File: src/rtl/uatx_pkg.sv
package uatx_pkg;

  localparam int FRAME_W = 10;  // start bit plus up to nine payload bits
  localparam int WORD_W  = 9;

  typedef enum logic [1:0] {ST_IDLE, ST_DATA, ST_STOP} tx_state_e;

  typedef struct packed {
    logic [FRAME_W-1:0] bits;  // bit 0 goes out first (start bit)
    logic [3:0]         len;   // number of bits before the stop time
  } frame_t;

  // Lay out start bit and payload for one word according to the format code.
  function automatic frame_t build_frame(input logic [2:0] fmt,
                                         input logic par_odd,
                                         input logic [WORD_W-1:0] d);
    frame_t f;
    case (fmt)
      3'b011: begin
        f.bits = {1'b1, (^d[6:0]) ^ par_odd, d[6:0], 1'b0};
        f.len  = 4'd9;
      end
      3'b111: begin
        f.bits = {(^d[7:0]) ^ par_odd, d[7:0], 1'b0};
        f.len  = 4'd10;
      end
      3'b100, 3'b101: begin
        f.bits = {d[8:0], 1'b0};
        f.len  = 4'd10;
      end
      default: begin
        f.bits = {1'b1, d[7:0], 1'b0};
        f.len  = 4'd9;
      end
    endcase
    return f;
  endfunction

endpackage

File: src/rtl/uatx_fifo.sv
module uatx_fifo #(
  parameter int DEPTH = 16,
  parameter int W     = 9,
  parameter int CW    = $clog2(DEPTH + 1)
) (
  input  logic          clk,
  input  logic          rst_n,
  input  logic          flush,
  input  logic          push,
  input  logic          pop,
  input  logic [W-1:0]  wdata,
  output logic [W-1:0]  rdata,
  output logic [CW-1:0] count
);

  localparam int AW = $clog2(DEPTH);

  logic [W-1:0]  mem [DEPTH];
  logic [AW-1:0] wptr, rptr;
  logic          push_ok, pop_ok;

  assign push_ok = push && (count != CW'(DEPTH));
  assign pop_ok  = pop && (count != '0);
  assign rdata   = mem[rptr];

  always_ff @(posedge clk) begin
    if (push_ok && !flush) mem[wptr] <= wdata;
  end

  always_ff @(posedge clk or negedge rst_n) begin
    if (!rst_n) begin
      wptr  <= '0;
      rptr  <= '0;
      count <= '0;
    end else if (flush) begin
      wptr  <= '0;
      rptr  <= '0;
      count <= '0;
    end else begin
      if (push_ok) wptr <= wptr + 1'b1;
      if (pop_ok)  rptr <= rptr + 1'b1;
      case ({push_ok, pop_ok})
        2'b10:   count <= count + 1'b1;
        2'b01:   count <= count - 1'b1;
        default: ;
      endcase
    end
  end

  // occupancy never exceeds the queue size
  p_count_bound_r6: assert property (@(posedge clk) disable iff (!rst_n)
    count <= CW'(DEPTH));

  // a beat offered to a full queue leaves the occupancy at full
  p_full_hold_r6: assert property (@(posedge clk) disable iff (!rst_n)
    (count == CW'(DEPTH) && push && !pop && !flush) |=> count == CW'(DEPTH));

  // the consumer never takes a word from an empty queue
  p_pop_nonempty_r7: assert property (@(posedge clk) disable iff (!rst_n)
    pop |-> count != '0);

endmodule

File: src/rtl/uatx_shifter.sv
module uatx_shifter
  import uatx_pkg::*;
#(
  parameter int BIT_TICKS = 16
) (
  input  logic               clk,
  input  logic               rst_n,
  input  logic               tick,
  input  logic               load,
  input  logic [FRAME_W-1:0] frame_bits,
  input  logic [3:0]         frame_len,
  input  logic [1:0]         stop_sel,
  output logic               line,
  output logic               busy
);

  localparam int HALF = BIT_TICKS / 2;
  localparam int TW   = $clog2(2 * BIT_TICKS);

  tx_state_e          st;
  logic [FRAME_W-1:0] sh;
  logic [3:0]         bits_left;
  logic [TW-1:0]      tcnt;
  logic [1:0]         stop_q;
  logic [TW-1:0]      stop_end;

  assign stop_end = TW'((int'(stop_q) + 1) * HALF - 1);
  assign line     = (st == ST_DATA) ? sh[0] : 1'b1;
  assign busy     = (st != ST_IDLE);

  always_ff @(posedge clk or negedge rst_n) begin
    if (!rst_n) begin
      st        <= ST_IDLE;
      sh        <= '1;
      bits_left <= '0;
      tcnt      <= '0;
      stop_q    <= '0;
    end else begin
      case (st)
        ST_IDLE: begin
          if (load) begin
            st        <= ST_DATA;
            sh        <= frame_bits;
            bits_left <= frame_len - 4'd1;
            tcnt      <= '0;
            stop_q    <= stop_sel;
          end
        end
        ST_DATA: begin
          if (tick) begin
            if (tcnt == TW'(BIT_TICKS - 1)) begin
              tcnt <= '0;
              if (bits_left == '0) begin
                st <= ST_STOP;
              end else begin
                sh        <= {1'b1, sh[FRAME_W-1:1]};
                bits_left <= bits_left - 4'd1;
              end
            end else begin
              tcnt <= tcnt + 1'b1;
            end
          end
        end
        ST_STOP: begin
          if (tick) begin
            if (tcnt == stop_end) begin
              tcnt <= '0;
              st   <= ST_IDLE;
            end else begin
              tcnt <= tcnt + 1'b1;
            end
          end
        end
        default: st <= ST_IDLE;
      endcase
    end
  end

  // a new frame is only loaded when the engine is idle
  p_load_idle_r2: assert property (@(posedge clk) disable iff (!rst_n)
    load |-> st == ST_IDLE);

  // without a tick the bit on the line cannot move
  p_hold_without_tick_r2: assert property (@(posedge clk) disable iff (!rst_n)
    (st == ST_DATA && !tick) |=> $stable(sh) && $stable(st));

  // the stop time always hands back to idle, never to data
  p_stop_exit_r5: assert property (@(posedge clk) disable iff (!rst_n)
    (st == ST_STOP) |=> (st != ST_DATA));

endmodule

File: src/rtl/uart_tx_queue.sv
module uart_tx_queue
  import uatx_pkg::*;
#(
  parameter int DEPTH     = 16,
  parameter int BIT_TICKS = 16
) (
  input  logic        clk,
  input  logic        rst_n,
  input  logic        tick16,
  input  logic        wr_valid,
  input  logic [8:0]  wr_data,
  output logic        wr_ready,
  input  logic [2:0]  fmt,
  input  logic [1:0]  stop_len,
  input  logic        par_odd,
  input  logic        cts_en,
  input  logic        cts,
  input  logic        run,
  input  logic        tx_flush,
  output logic        tx_line,
  output logic        tx_empty,
  output logic        tx_half_empty,
  output logic        tx_full
);

  localparam int CW = $clog2(DEPTH + 1);

  logic [CW-1:0]     count;
  logic [WORD_W-1:0] head;
  logic              busy;
  logic              start;
  logic              gate_ok;
  frame_t            frame;

  assign tx_full       = (count == CW'(DEPTH));
  assign tx_half_empty = (count <= CW'(DEPTH / 2));
  assign wr_ready      = !tx_full;
  assign tx_empty      = (count == '0) && !busy;

  assign gate_ok = run && (!cts_en || cts);
  assign start   = !busy && (count != '0) && gate_ok && !tx_flush;
  assign frame   = build_frame(fmt, par_odd, head);

  uatx_fifo #(.DEPTH(DEPTH), .W(WORD_W), .CW(CW)) u_fifo (
    .clk   (clk),
    .rst_n (rst_n),
    .flush (tx_flush),
    .push  (wr_valid && wr_ready),
    .pop   (start),
    .wdata (wr_data),
    .rdata (head),
    .count (count)
  );

  uatx_shifter #(.BIT_TICKS(BIT_TICKS)) u_shift (
    .clk        (clk),
    .rst_n      (rst_n),
    .tick       (tick16),
    .load       (start),
    .frame_bits (frame.bits),
    .frame_len  (frame.len),
    .stop_sel   (stop_len),
    .line       (tx_line),
    .busy       (busy)
  );

  // a frame begins only while clear-to-send permits it
  p_cts_gate_r8: assert property (@(posedge clk) disable iff (!rst_n)
    (busy && !$past(busy)) |-> ($past(cts) || !$past(cts_en)));

  // a frame begins only while run is set
  p_run_gate_r9: assert property (@(posedge clk) disable iff (!rst_n)
    (busy && !$past(busy)) |-> $past(run));

  // an empty transmitter always shows an idle line
  p_empty_idle_r7: assert property (@(posedge clk) disable iff (!rst_n)
    tx_empty |-> tx_line);

endmodule

File: config.mk
export PLATFORM = sky130hd
export DESIGN_NAME = uart_tx_queue
export DESIGN_NICKNAME = d
export VERILOG_FILES = /design/src/rtl/uatx_pkg.sv /design/src/rtl/uatx_fifo.sv /design/src/rtl/uatx_shifter.sv /design/src/rtl/uart_tx_queue.sv
export SDC_FILE = /design/constraint.sdc
export NUM_CORES = 1
export LEC_CHECK = 0
export BUFFER_PORTS_ARGS = -buffer_cell sky130_fd_sc_hd__buf_4
export CAP_MARGIN = 20
export CORE_MARGIN = 2
export CORE_UTILIZATION = 60
export CTS_CLUSTER_SIZE = 30
export DETAILED_ROUTE_END_ITERATION = 8
export GPL_ROUTABILITY_DRIVEN = 0
export PLACE_DENSITY_LB_ADDON = 0.08
export SLEW_MARGIN = 15
export SYNTH_ARGS = -nofsm -noshare
export SYNTH_HDL_FRONTEND = slang
export SYNTH_SLANG_ARGS = --single-unit
File: constraint.sdc
create_clock -name clk -period 7.45 [get_ports clk]
set_input_delay 1.49 -clock clk [delete_from_list [all_inputs] [get_ports clk]]
set_output_delay 1.49 -clock clk [all_outputs]
set_load 0.01 [all_outputs]
Word-level counts from Yosys, hierarchy flattened
Memory sizes are Yosys's and may differ from the RTL's. Index checks and enable logic that the tools add are counted.

$add $sub $neg: 9. $lt $le $gt $ge: 1. Eq/ne operators: 19. Mux-type cells: 33. Bitwise operators: 2. Reduce and logical (&&, ||, !) cells: 31.

Operators by type and width (number): $pmux W14 S3 (1); $mux W10 (4); $mux W4 (8); $mux W5 (6); $pmux W10 S2 (1); $pmux W5 S3 (1); $mux W2 (6); $ne A2 B2 Y1 const B (6); $add A5 B1 Y5 const B (2); $pmux W5 S2 (1); $eq A3 B3 Y1 const B (3); $logic_and A1 B1 Y1 (9); $add A4 B1 Y4 const B (2); $pmux W4 S2 (1); $reduce_bool A2 Y1 (4); $reduce_xor A8 Y1 (1); $sub A4 B1 Y4 const B (2); $reduce_xor A7 Y1 (1); $pmux W2 S3 (1); $reduce_and A6 Y1 (1); $reduce_bool A3 Y1 (2); $eq A5 B4 Y1 const B (1); $eq A5 B5 Y1 (1); $eq A5 B5 Y1 const B (1); 21 further kinds (29).

Bits in registers: 36. Memory bits (writable): 144. Input port bits: 23. Word-level logic and storage cells: 104. Memories kept: 1.

Memories: u_fifo.mem (depth 16, width 9, rd ports 1, clocked after memory_dff 0, write ports 1, line uatx_fifo.sv:18) `logic [W-1:0] mem [DEPTH];`.

Logic depth before layout (Yosys ltp)
Gate-level depths: netlist of the first run.

Depth after elaboration: 9. Mapped depth: 13.

Modules after synthesis
Synthesis of the first run repeated with hierarchy kept, for this count alone.

Cell total of the unflattened synthesis: 491. Area total of the unflattened synthesis: 8051.5 um^2.

Modules (own cells, without submodules): uatx_fifo (times used 1, cells each 313, area each 6376.1 um^2, sequential area each 4649.5 um^2); uatx_shifter (times used 1, cells each 147, area each 1466.4 um^2, sequential area each 588.1 um^2); uart_tx_queue (times used 1, cells each 31, area each 209.0 um^2, sequential area each 0.0 um^2).

Worst setup path after synthesis of the first run
Ideal clock, no wire load.

Path type: input port to flip-flop. Start point: input wr_valid. End point: register u_fifo.count[4]. Setup time: 0.132 ns. Data arrival time: 3.322 ns. Path slack: 3.997 ns. Stages on the path: 11. Path buffers: 0. Cells stage by stage: a21boi_1 -> nor3_1 -> xnor2_1 -> ha_1 -> nor2_1 -> nor4_1 -> o221ai_1 -> nand2b_1 -> mux2i_1 -> xor2_1 -> nor2_1.

Word-level cells in the longest chain between the ends: 5. Elaborated cells between the ends (all ways): 7. Those cells by class: eq/ne: 2; mux: 2; reduce/logical: 3.

RTL lines: start, declared (line uart_tx_queue.sv:10) `input logic wr_valid,`; $logic_and A1 B1 Y1 * (line uart_tx_queue.sv:48) `.push (wr_valid && wr_ready),`; $logic_and A1 B1 Y1 * (line uatx_fifo.sv:22) `assign push_ok = push && (count != CW'(DEPTH));`; $eq A2 B1 Y1 or $eq A2 B2 Y1 (tied branches) (line uatx_fifo.sv:42) `case ({push_ok, pop_ok})`; $pmux W5 S2 (line uatx_fifo.sv:42); $mux W5 (line uatx_fifo.sv:35) `end else if (flush) begin`; end signal, assigned (line uatx_fifo.sv:43) `2'b10: count <= count + 1'b1;`; end signal, assigned (line uatx_fifo.sv:44) `2'b01: count <= count - 1'b1;`; end, declared (line uatx_fifo.sv:13) `output logic [CW-1:0] count`.

Every way passes the cells marked *; elsewhere a longest branch is shown, timed or not. A chain may end at the register's enable or synchronous reset.

Final worst setup path of the first run
Start point: register u_fifo.rptr[0]. End point: register u_shift.sh[9].

Word-level cells in the longest chain between the ends: 6.

RTL lines: start, declared (line uatx_fifo.sv:19) `logic [AW-1:0] wptr, rptr;`; start signal, assigned (line uatx_fifo.sv:41) `if (pop_ok) rptr <= rptr + 1'b1;`; $mem_v2 Z16 W9 *; $reduce_xor A8 Y1 (line uatx_pkg.sv:24) `f.bits = {(^d[7:0]) ^ par_odd, d[7:0], 1'b0};`; $xor A1 B1 Y1 (line uatx_pkg.sv:24); $pmux W14 S3 * (line uatx_pkg.sv:18) `case (fmt)`; $mux W10 * (line uatx_shifter.sv:41) `if (load) begin`; $pmux W10 S2 * (line uatx_shifter.sv:39) `case (st)`; end signal, assigned (line uatx_shifter.sv:43) `sh <= frame_bits;`; end signal, assigned (line uatx_shifter.sv:56) `sh <= {1'b1, sh[FRAME_W-1:1]};`; end, declared (line uatx_shifter.sv:21) `logic [FRAME_W-1:0] sh;`.

Every way passes the cells marked *; elsewhere a longest branch is shown, timed or not. The select of a mux whose other input is x is not followed.

==> results.md, run 1 <==
- FILL cells: 871
- Worst Tran Pin Value: 1.102 ns
- Routed len/inst: 20.72 µm
- Synth cell types: 54
- Clock Path Buffers: 2
- Critical Path Start Type: register
- Initial Util: 61.90%
- Max-Cap Viols: 0
- Critical Path End Type: register
- Grt ovf: 0
- TNS Setup: 0 ns
- Ant. Diodes: 0
- Final Util: 69.10%
- Largest net degree at the start of global routing: 37
- GRT Resource Usage Total: 23.69%
- Synth warnings: 0
- Via count: 4516
- Synth Register Bits: 180
- Fmax: 256.8 MHz
- Final setup margin: 3.555 ns
- EDFF count, synth: 144
- Post_cts resized: 0
- Clock Pin Slew Worst Setup and Hold Paths: 0.06 ns
- RSZ-0062 raised after global routing: false
- P_leak: 3.021 nW
- Layout Skew: 0.01100 ns
- Proportion of layout cells with a drive suffix above 1: 17.44%
- Remaining antenna violation count after routing: 0
- CTS Sinks: 180
- Die Span X: 118.3 µm
- Outcome: completed
- HP Start: u_shift.sh[0]
- Final Slew Violations: 0
- Setup WS pre-CTS: 3.245 ns
- Non-Filler Instances: 734
- Min cycle time layout: 3.895 ns
- Post-route DRC: 0
- Die Y-Extent: 118.3 µm
- Pwr dens: 306.4 nW/µm²
- Clock Latency Late Sink: 0.43 ns
- Post-CTS Repair Setup Buffers: 0
- Hold Fails Final Rpt: 0
- Leading register cell type out of synthesis: edfxtp_1
- Hold EP: u_shift.sh[0]
- HP Class: reg -> reg
- Avg Inst Size Synth: 14.97 µm²
- Reg2reg end: u_shift.sh[9]
- Placed cell count: 703
- Net Count, Synth: 563
- Antenna violations before repair: 0
- Post-Synthesis Cells: 524
- Hold_buf cts: 0
- Post-synth ARST share: 20.00%
- Max FO, Critical Path: 32
- CTS Root Cell: clkbuf_16
- Fin nets: 589
- Drt via density: 6.153
- First DRT Iteration DRCs: 409
- Slew headroom: 26.29%
- Rows: 41
- Peak VDD IR: 0.2162 mV
- Period utilization: 52.28%
- Synth area leaders: edfxtp_1, dfrtp_1, mux4_2, mux2i_1, dfstp_2
- H-tree Lvls: 4
- Most frequent cells in the layout: edfxtp_1, nor2_1, mux2i_1
- Share of the synthesized area in the top cell type: 55.13%
- # setup viols final: 0
- Cts bufs inserted: 17
- Leading cell type in the layout, fill and taps excluded: edfxtp_1
- Sequential share of the synthesized area: 66.77%
- Worst reg2reg path startpoint: u_fifo.rptr[0]
- Core area: 12670 µm²
- Vias in the first global route: 4602
- Worst hold path stage count: 2
- Dpl hpwl: 10190 µm
- Yosys top cell by area: edfxtp_1
- Drt first pass iters: 7
- Final wirelength: 15210 µm
- Total die area: 14000 µm²
- I/O pins: 28
- R2r setup slk: 3.56 ns
- Mapped cell area: 7844 µm²
- First-pass GRT wire length: 24720 µm
- Worst hold margin: 0.4689 ns
- Reg2Reg Depth: 9
- CTS tree: done
- Data required time of the critical path: 7.80 ns
- Number of port buffers: 27
- Arrival time worst endpoint: 4.24 ns
- Worst Setup Path Type: reg -> reg
- Area delta synth->final: 11.63%
## metrics by stage
| stage | total power [mW] | instance area, µm² |
|---|---|---|
| floorplan | 1.659 | 7844 |
| global placement | 1.761 | 8124 |
| detailed placement | 1.786 | 8139 |
| CTS | 2.704 | 8751 |
| global route | 2.818 | 8756 |
| finish | 2.683 | 8756 |
## final cells by class
| class | count | area (µm²) | share of cell area [%] |
|---|---|---|---|
| clock buffer | 20 | 436.7 | 4.987 |
| timing repair buffer | 33 | 240.2 | 2.744 |
| tap | 172 | 215.2 | 2.458 |
| clock inverter | 11 | 175.2 | 2.001 |
| sequential | 180 | 5239 | 59.83 |
| inverter | 15 | 56.30 | 0.6430 |
| multi-input combinational | 303 | 2394 | 27.34 |
## cell families (layout without fill, tap and decap cells)
| group | Yosys count | after routing | synth area share [%] |
|---|---|---|---|
| flops | 180 | 180 | 66.77 |
| mux | 58 | 58 | 10.78 |
| buf+inv | 41 | 79 | 2.775 |
| fa+ha+maj | 16 | 16 | 2.552 |
| simple gates | 111 | 111 | 6.604 |
| xor+xnor | 11 | 11 | 1.228 |
| compound gates | 107 | 107 | 9.284 |
## cell usage after synthesis, types with 6 or more instances
master      n
edfxtp_1  144
nor2_1     36
mux2i_1    35
nand2_1    33
o21ai_0    27
dfrtp_1    26
mux4_2     21
a21oi_1    20
ha_1       16
a221oi_1   15
clkbuf_1   15
inv_1      14
dfstp_2    10
nand3_1     9
a22oi_1     7
nor3_1      7
nand2b_1    6
xor2_1      6
## flip-flops by register name (all words and copies together) (netlist names)
name	count
u_fifo.wptr	4
u_shift.st	2
u_fifo.count	5
u_shift.bits_left	4
u_fifo.mem	144
u_shift.tcnt	5
u_shift.stop_q	2
u_shift.sh	10
u_fifo.rptr	4
## where the power goes
part           internal [mW]  switching [mW]  leakage, nW  total [mW]
Sequential              1.17          0.0674         1.74        1.24
Clock                  0.561           0.356        0.293       0.917
Combinational          0.226           0.301        0.985       0.527
Total                   1.96           0.724         3.02        2.68
## critical path: stages, from the launching register on
cell,delay [ns]
dfrtp_2,0.87
buf_4,0.60
mux2i_1,0.15
a221oi_1,0.47
o21ai_1,0.19
a211o_1,0.35
a211o_1,0.32
and4_4,0.18
or4b_1,0.50
nor3b_1,0.15
## how the worst max path moves through the flow
| stage | start | endpoint | slack (ns) |
|---|---|---|---|
| 2_1_floorplan | wr_valid | u_fifo.count[4] | 4.00 |
| 3_3_place_gp | cts_en | u_fifo.count[4] | 3.48 |
| 3_5_place_dp | cts_en | u_fifo.count[4] | 3.24 |
| 4_1_cts | u_fifo.rptr[0] | u_shift.sh[9] | 3.54 |
| 5_1_grt | cts_en | u_fifo.count[4] | 3.31 |
| 6_report | u_fifo.rptr[0] | u_shift.sh[9] | 3.56 |
## layer usage
| metal | GRT usage [%] | routed length, µm |
|---|---|---|
| met5 | 0 | 0 |
| met4 | 5.949 | 187 |
| met3 | 6.902 | 864 |
| met2 | 37.75 | 7542 |
| met1 | 32.49 | 6614 |
Power figures use the tool's default switching activity.
==> run 2: changes to the inputs <==
- CORE_UTILIZATION: 60 -> 56
- clock period: 7.45 -> 3.3 ns (I/O delays scaled with it)
==> run 2 against run 1 <==
Non-clock buffer count is 25 higher. Register-to-register slack got worse by 3.4 ns. Sequential share of layout area is 1.1 points lower. Cell area is 2.0% higher. Die area increased by 6.9%. Largest power group unchanged.
==> results.md, run 2 (synthesized netlist as in run 1, its figures left out) <==
- Clock Pin Slew Worst Setup and Hold Paths: 0.07 ns
- Initial Util: 56.95%
- Drt via density: 6.107
- Max FO, Critical Path: 11
- Largest net degree at the start of global routing: 37
- Cts bufs inserted: 17
- Critical-path cell list: buf_4, mux2i_1, a221oi_1, a22oi_1, a211o_1, a211o_1, and4_4, or4b_1, nor3b_1
- H-tree Lvls: 4
- Worst Tran Pin Value: 0.5068 ns
- Clock Path Buffers: 2
- Final Slew Violations: 0
- Fin nets: 614
- Ant. Diodes: 0
- Grt ovf: 0
- Largest reg by FF count: u_fifo.mem
- Final wirelength: 16390 µm
- Drt first pass iters: 5
- Core area: 13770 µm²
- Area delta synth->final: 13.81%
- Tot Pwr: 5.935 mW
- Final Util: 64.82%
- Peak VDD IR: 0.3931 mV
- # setup viols final: 0
- First DRT Iteration DRCs: 283
- Remaining antenna violation count after routing: 0
- Leading cell type in the layout, fill and taps excluded: edfxtp_1
- Die Span X: 122.4 µm
- Via count: 4690
- Max-Cap Viols: 0
- CP delay by family, top: compound AO/OA/AOI/OAI gates
- HP Class: in -> async
- Total die area: 14970 µm²
- Post_cts resized: 0
- Worst hold margin: 0.1850 ns
- Critical Path Most Common Cell: a211o_1
- Number of port buffers: 27
- Rows: 43
- Placed inst area: 8357 µm²
- Min cycle time layout: 3.101 ns
- CTS Sinks: 180
- Proportion of layout cells with a drive suffix above 1: 21.43%
- FILL cells: 981
- Layout Skew: 0.009143 ns
- Top flop regs: u_fifo.mem: 144 flops, u_shift.sh: 10 flops
- Placed cell count: 736
- Pwr dens: 664.8 nW/µm²
- CTS Root Cell: clkbuf_16
- Critical Path Start Type: register
- CP Buf/Inv Count: 1
- Worst Setup Path Type: reg -> reg
- Die Y-Extent: 122.4 µm
- CP peak stage delay: 0.53 ns
- RSZ-0062 raised after global routing: false
- Slew headroom: 65.77%
- Arrival time worst endpoint: 3.44 ns
- Setup WS pre-CTS: 0.1916 ns
- TNS Setup: 0 ns
- CTS tree: done
- Hold Fails Final Rpt: 0
- Post-route DRC: 0
- Non-Filler Instances: 768
- Outcome: completed
- First-pass GRT wire length: 25230 µm
- Post-CTS Repair Setup Buffers: 0
- Critical Path End Type: register
- Period utilization: 93.96%
- Antenna violations before repair: 0
- Max reg flops: 144
- I/O pins: 28
- Dpl hpwl: 10920 µm
- Vias in the first global route: 4535
- Routed len/inst: 21.34 µm
- Data required time of the critical path: 3.64 ns
- Fmax: 322.5 MHz
- Clock Latency Late Sink: 0.42 ns
- Hold_buf cts: 0
- GRT Resource Usage Total: 23.44%
- Most frequent cells in the layout: edfxtp_1, buf_4, nor2_1
- Final setup margin: 0.1995 ns
- CP max-delay cell: dfrtp_2
- Design area: 8927 µm²
- P_leak: 3.126 nW
==> run 2: cell count changes in the layout (fill, tap and decap cells not counted), moves of 2 or more <==
cell,delta
buf_4,+26
bufinv_16,-3
clkinv_2,+2
buf_2,-3
clkinvlp_4,+3
==> run 2: final timing paths <==
path / from / to / slack (ns) / cells after the start
min in group clk: u_shift.sh[0] / u_shift.sh[0] / 0.46 / 2
worst max register to register: u_fifo.rptr[0] / u_shift.sh[9] / 0.20 / 9
max in group asynchronous: rst_n / u_fifo.rptr[0] / 2.75 / 1
worst min-delay path: rst_n / u_fifo.count[3] / 0.19 / 1
worst min register to register: u_shift.sh[0] / u_shift.sh[0] / 0.46 / 2
worst max-delay path: u_fifo.rptr[0] / u_shift.sh[9] / 0.20 / 9
==> run 2: power by group <==
part           leakage (nW)  internal, mW  switching, mW
Sequential             1.74          2.64          0.124
Clock                 0.260          1.06          0.815
Combinational          1.12         0.566          0.726
==> run 2: per-layer routing <==
layer / part of all wire, % / global-route usage (%)
met4: 1.4 / 6.825
met2: 48 / 37.78
met1: 45 / 32.48
met3: 5.3 / 5.158
met5: 0 / 0
==> run 2: layout make-up <==
type                       instances  area [µm²]  area share [%]
clock buffer                      21       450.4           5.046
multi-input combinational        303        2400           26.88
sequential                       180        5239           58.68
clock inverter                    11       105.1           1.177
timing repair buffer              58       451.7           5.060
tap                              180       225.2           2.523
inverter                          15       56.30          0.6307
==> run 3: changes to the inputs <==
- PLACE_DENSITY: unset -> 0.76
- PLACE_DENSITY_LB_ADDON: 0.08 -> unset
==> run 3 against run 2 <==
Flip-flop and latch count unchanged. Combinational power about the same. Highest routed layer unchanged. Worst setup slack better by 0.059 ns. Critical path depth rose by 3. Clock skew fell by 0.00077 ns. Sequential power about the same. Sequential share of layout area is 0.058 points higher. Via count grew 0.68%. Clock power rose by 3%. First-iteration DRC count is 16% higher. Critical path type unchanged. Clock-buffer cell count fell by 3.
==> results.md, run 3 (synthesized netlist as in run 1, its figures left out) <==
- Critical Path Start Type: register
- Worst Setup Path Type: reg -> reg
- Leading cell type in the layout, fill and taps excluded: edfxtp_1
- # setup viols final: 0
- Layout Skew: 0.008376 ns
- Grt ovf: 0
- First-pass GRT wire length: 25250 µm
- I/O pins: 28
- Non-Filler Instances: 765
- Number of port buffers: 27
- Most frequent cells in the layout: edfxtp_1, buf_4, nor2_1
- Via count: 4722
- Arrival time worst endpoint: 3.35 ns
- Routed len/inst: 21.36 µm
- Total die area: 14970 µm²
- GRT Resource Usage Total: 23.27%
- Dpl hpwl: 10830 µm
- Hold Fails Final Rpt: 0
- Cts bufs inserted: 17
- P_leak: 3.121 nW
- Critical Path End Type: register
- RSZ-0062 raised after global routing: false
- Initial Util: 56.95%
- Storage cell area: 5239 µm²
- CTS tree: done
- Worst hold margin: 0.1925 ns
- Peak VDD IR: 0.4424 mV
- Drt via density: 6.173
- Ant. Diodes: 0
- Fin nets: 611
- Clock Pin Slew Worst Setup and Hold Paths: 0.07 ns
- Core area: 13770 µm²
- First DRT Iteration DRCs: 328
- Post-CTS Repair Setup Buffers: 0
- Placed inst area: 8347 µm²
- Post-route DRC: 0
- Proportion of layout cells with a drive suffix above 1: 21.03%
- Max reg flops: 144
- Slew headroom: 60.37%
- Vias in the first global route: 4712
- Period utilization: 92.15%
- Placed cell count: 733
- Largest reg by FF count: u_fifo.mem
- CTS Root Cell: clkbuf_16
- Pwr dens: 671.2 nW/µm²
- Final Slew Violations: 0
- Min cycle time layout: 3.041 ns
- Max FO, Critical Path: 7
- HP Class: in -> async
- Fmax: 328.8 MHz
- Antenna violations before repair: 0
- Drt first pass iters: 5
- Data required time of the critical path: 3.61 ns
- FILL cells: 973
- Area delta synth->final: 13.70%
- Multi-input gate area: 2394 µm²
- H-tree Lvls: 4
- CTS Sinks: 180
- Clock Latency Late Sink: 0.43 ns
- Die Span X: 122.4 µm
- Remaining antenna violation count after routing: 0
- TNS Setup: 0 ns
- Design area: 8919 µm²
- Clock Path Buffers: 2
- Top flop regs: u_fifo.mem: 144 flops, u_shift.sh: 10 flops
- Worst Tran Pin Value: 0.5931 ns
- Max-Cap Viols: 0
- Outcome: completed
- Rows: 43
- Largest net degree at the start of global routing: 37
- Die Y-Extent: 122.4 µm
- Final wirelength: 16340 µm
==> run 3: changes by cell type in the layout (fill, tap and decap cells not counted) <==
cell	change
clkinvlp_4	-1
buf_12	+1
clkinv_2	+3
clkbuf_1	-2
a221oi_1	+1
clkbuf_8	-1
bufinv_16	+1
buf_4	-3
a221oi_2	-1
buf_6	-1
clkinv_1	+1
clkinv_4	-1
==> run 3: layer usage <==
metal	vias up	global-route usage [%]	wire length, µm
met5	-	0	0
met4	0	9.986	392
met3	29	4.833	900
met2	155	38.78	8272
met1	2410	29.74	6773
li1	2128	-	-
==> run 3: metrics by stage <==
stage               util, %  power, mW  setup WS, ns
CTS                   64.72      6.027        0.2552
global placement      60.60      4.016        0.3577
finish                64.75      5.986        0.2589
global route          64.75      6.260       0.01001
detailed placement    60.60      4.103        0.2667
floorplan                 -      3.744        0.5035
==> run 3: where the power goes <==
part | switching (mW) | total (mW) | internal (mW)
Clock | 0.821 | 1.93 | 1.11
Combinational | 0.753 | 1.30 | 0.547
Sequential | 0.114 | 2.76 | 2.64
Total | 1.69 | 5.99 | 4.30
==> run 3: what timing repair did <==
action / 4_1_cts / 5_1_grt
gates resized for setup: 0 / 1
endpoints found under the setup margin: 0 / 1
hold buffers: 0 / 0
==> run 3: cell type report <==
cell class	instances	area share (%)
clock buffers	18	4.812
clock inverters	14	1.543
inverters	15	0.6313
multi-input cells	303	26.84
flip-flops and latches	180	58.74
well taps	180	2.525
repair buffers	55	4.910
==> run 3: path summary, 6_finish.rpt <==
check | startpoint | end | slack, ns | cells past startpoint
worst min register to register | u_shift.sh[0] | u_shift.sh[0] | 0.48 | 2
min in group clk | stop_len[0] | u_shift.stop_q[0] | 0.47 | 2
worst max-delay path | u_fifo.count[0] | u_fifo.count[4] | 0.26 | 12
worst min-delay path | rst_n | u_shift.bits_left[1] | 0.19 | 1
worst max register to register | u_fifo.count[0] | u_fifo.count[4] | 0.26 | 12
max in group asynchronous | rst_n | u_fifo.rptr[0] | 2.76 | 1
==> run 3: critical path, stage by stage, from the launching register on <==
cell and delay (ns):
dfrtp_1 0.46, or4_1 0.57, o2111ai_1 0.35, nor3_2 0.13
xnor2_1 0.18, ha_1 0.22, nor2_1 0.07, nor4_1 0.20
o221ai_1 0.17, nand2b_1 0.11, mux2i_1 0.24, xor2_1 0.16
nor2_1 0.05
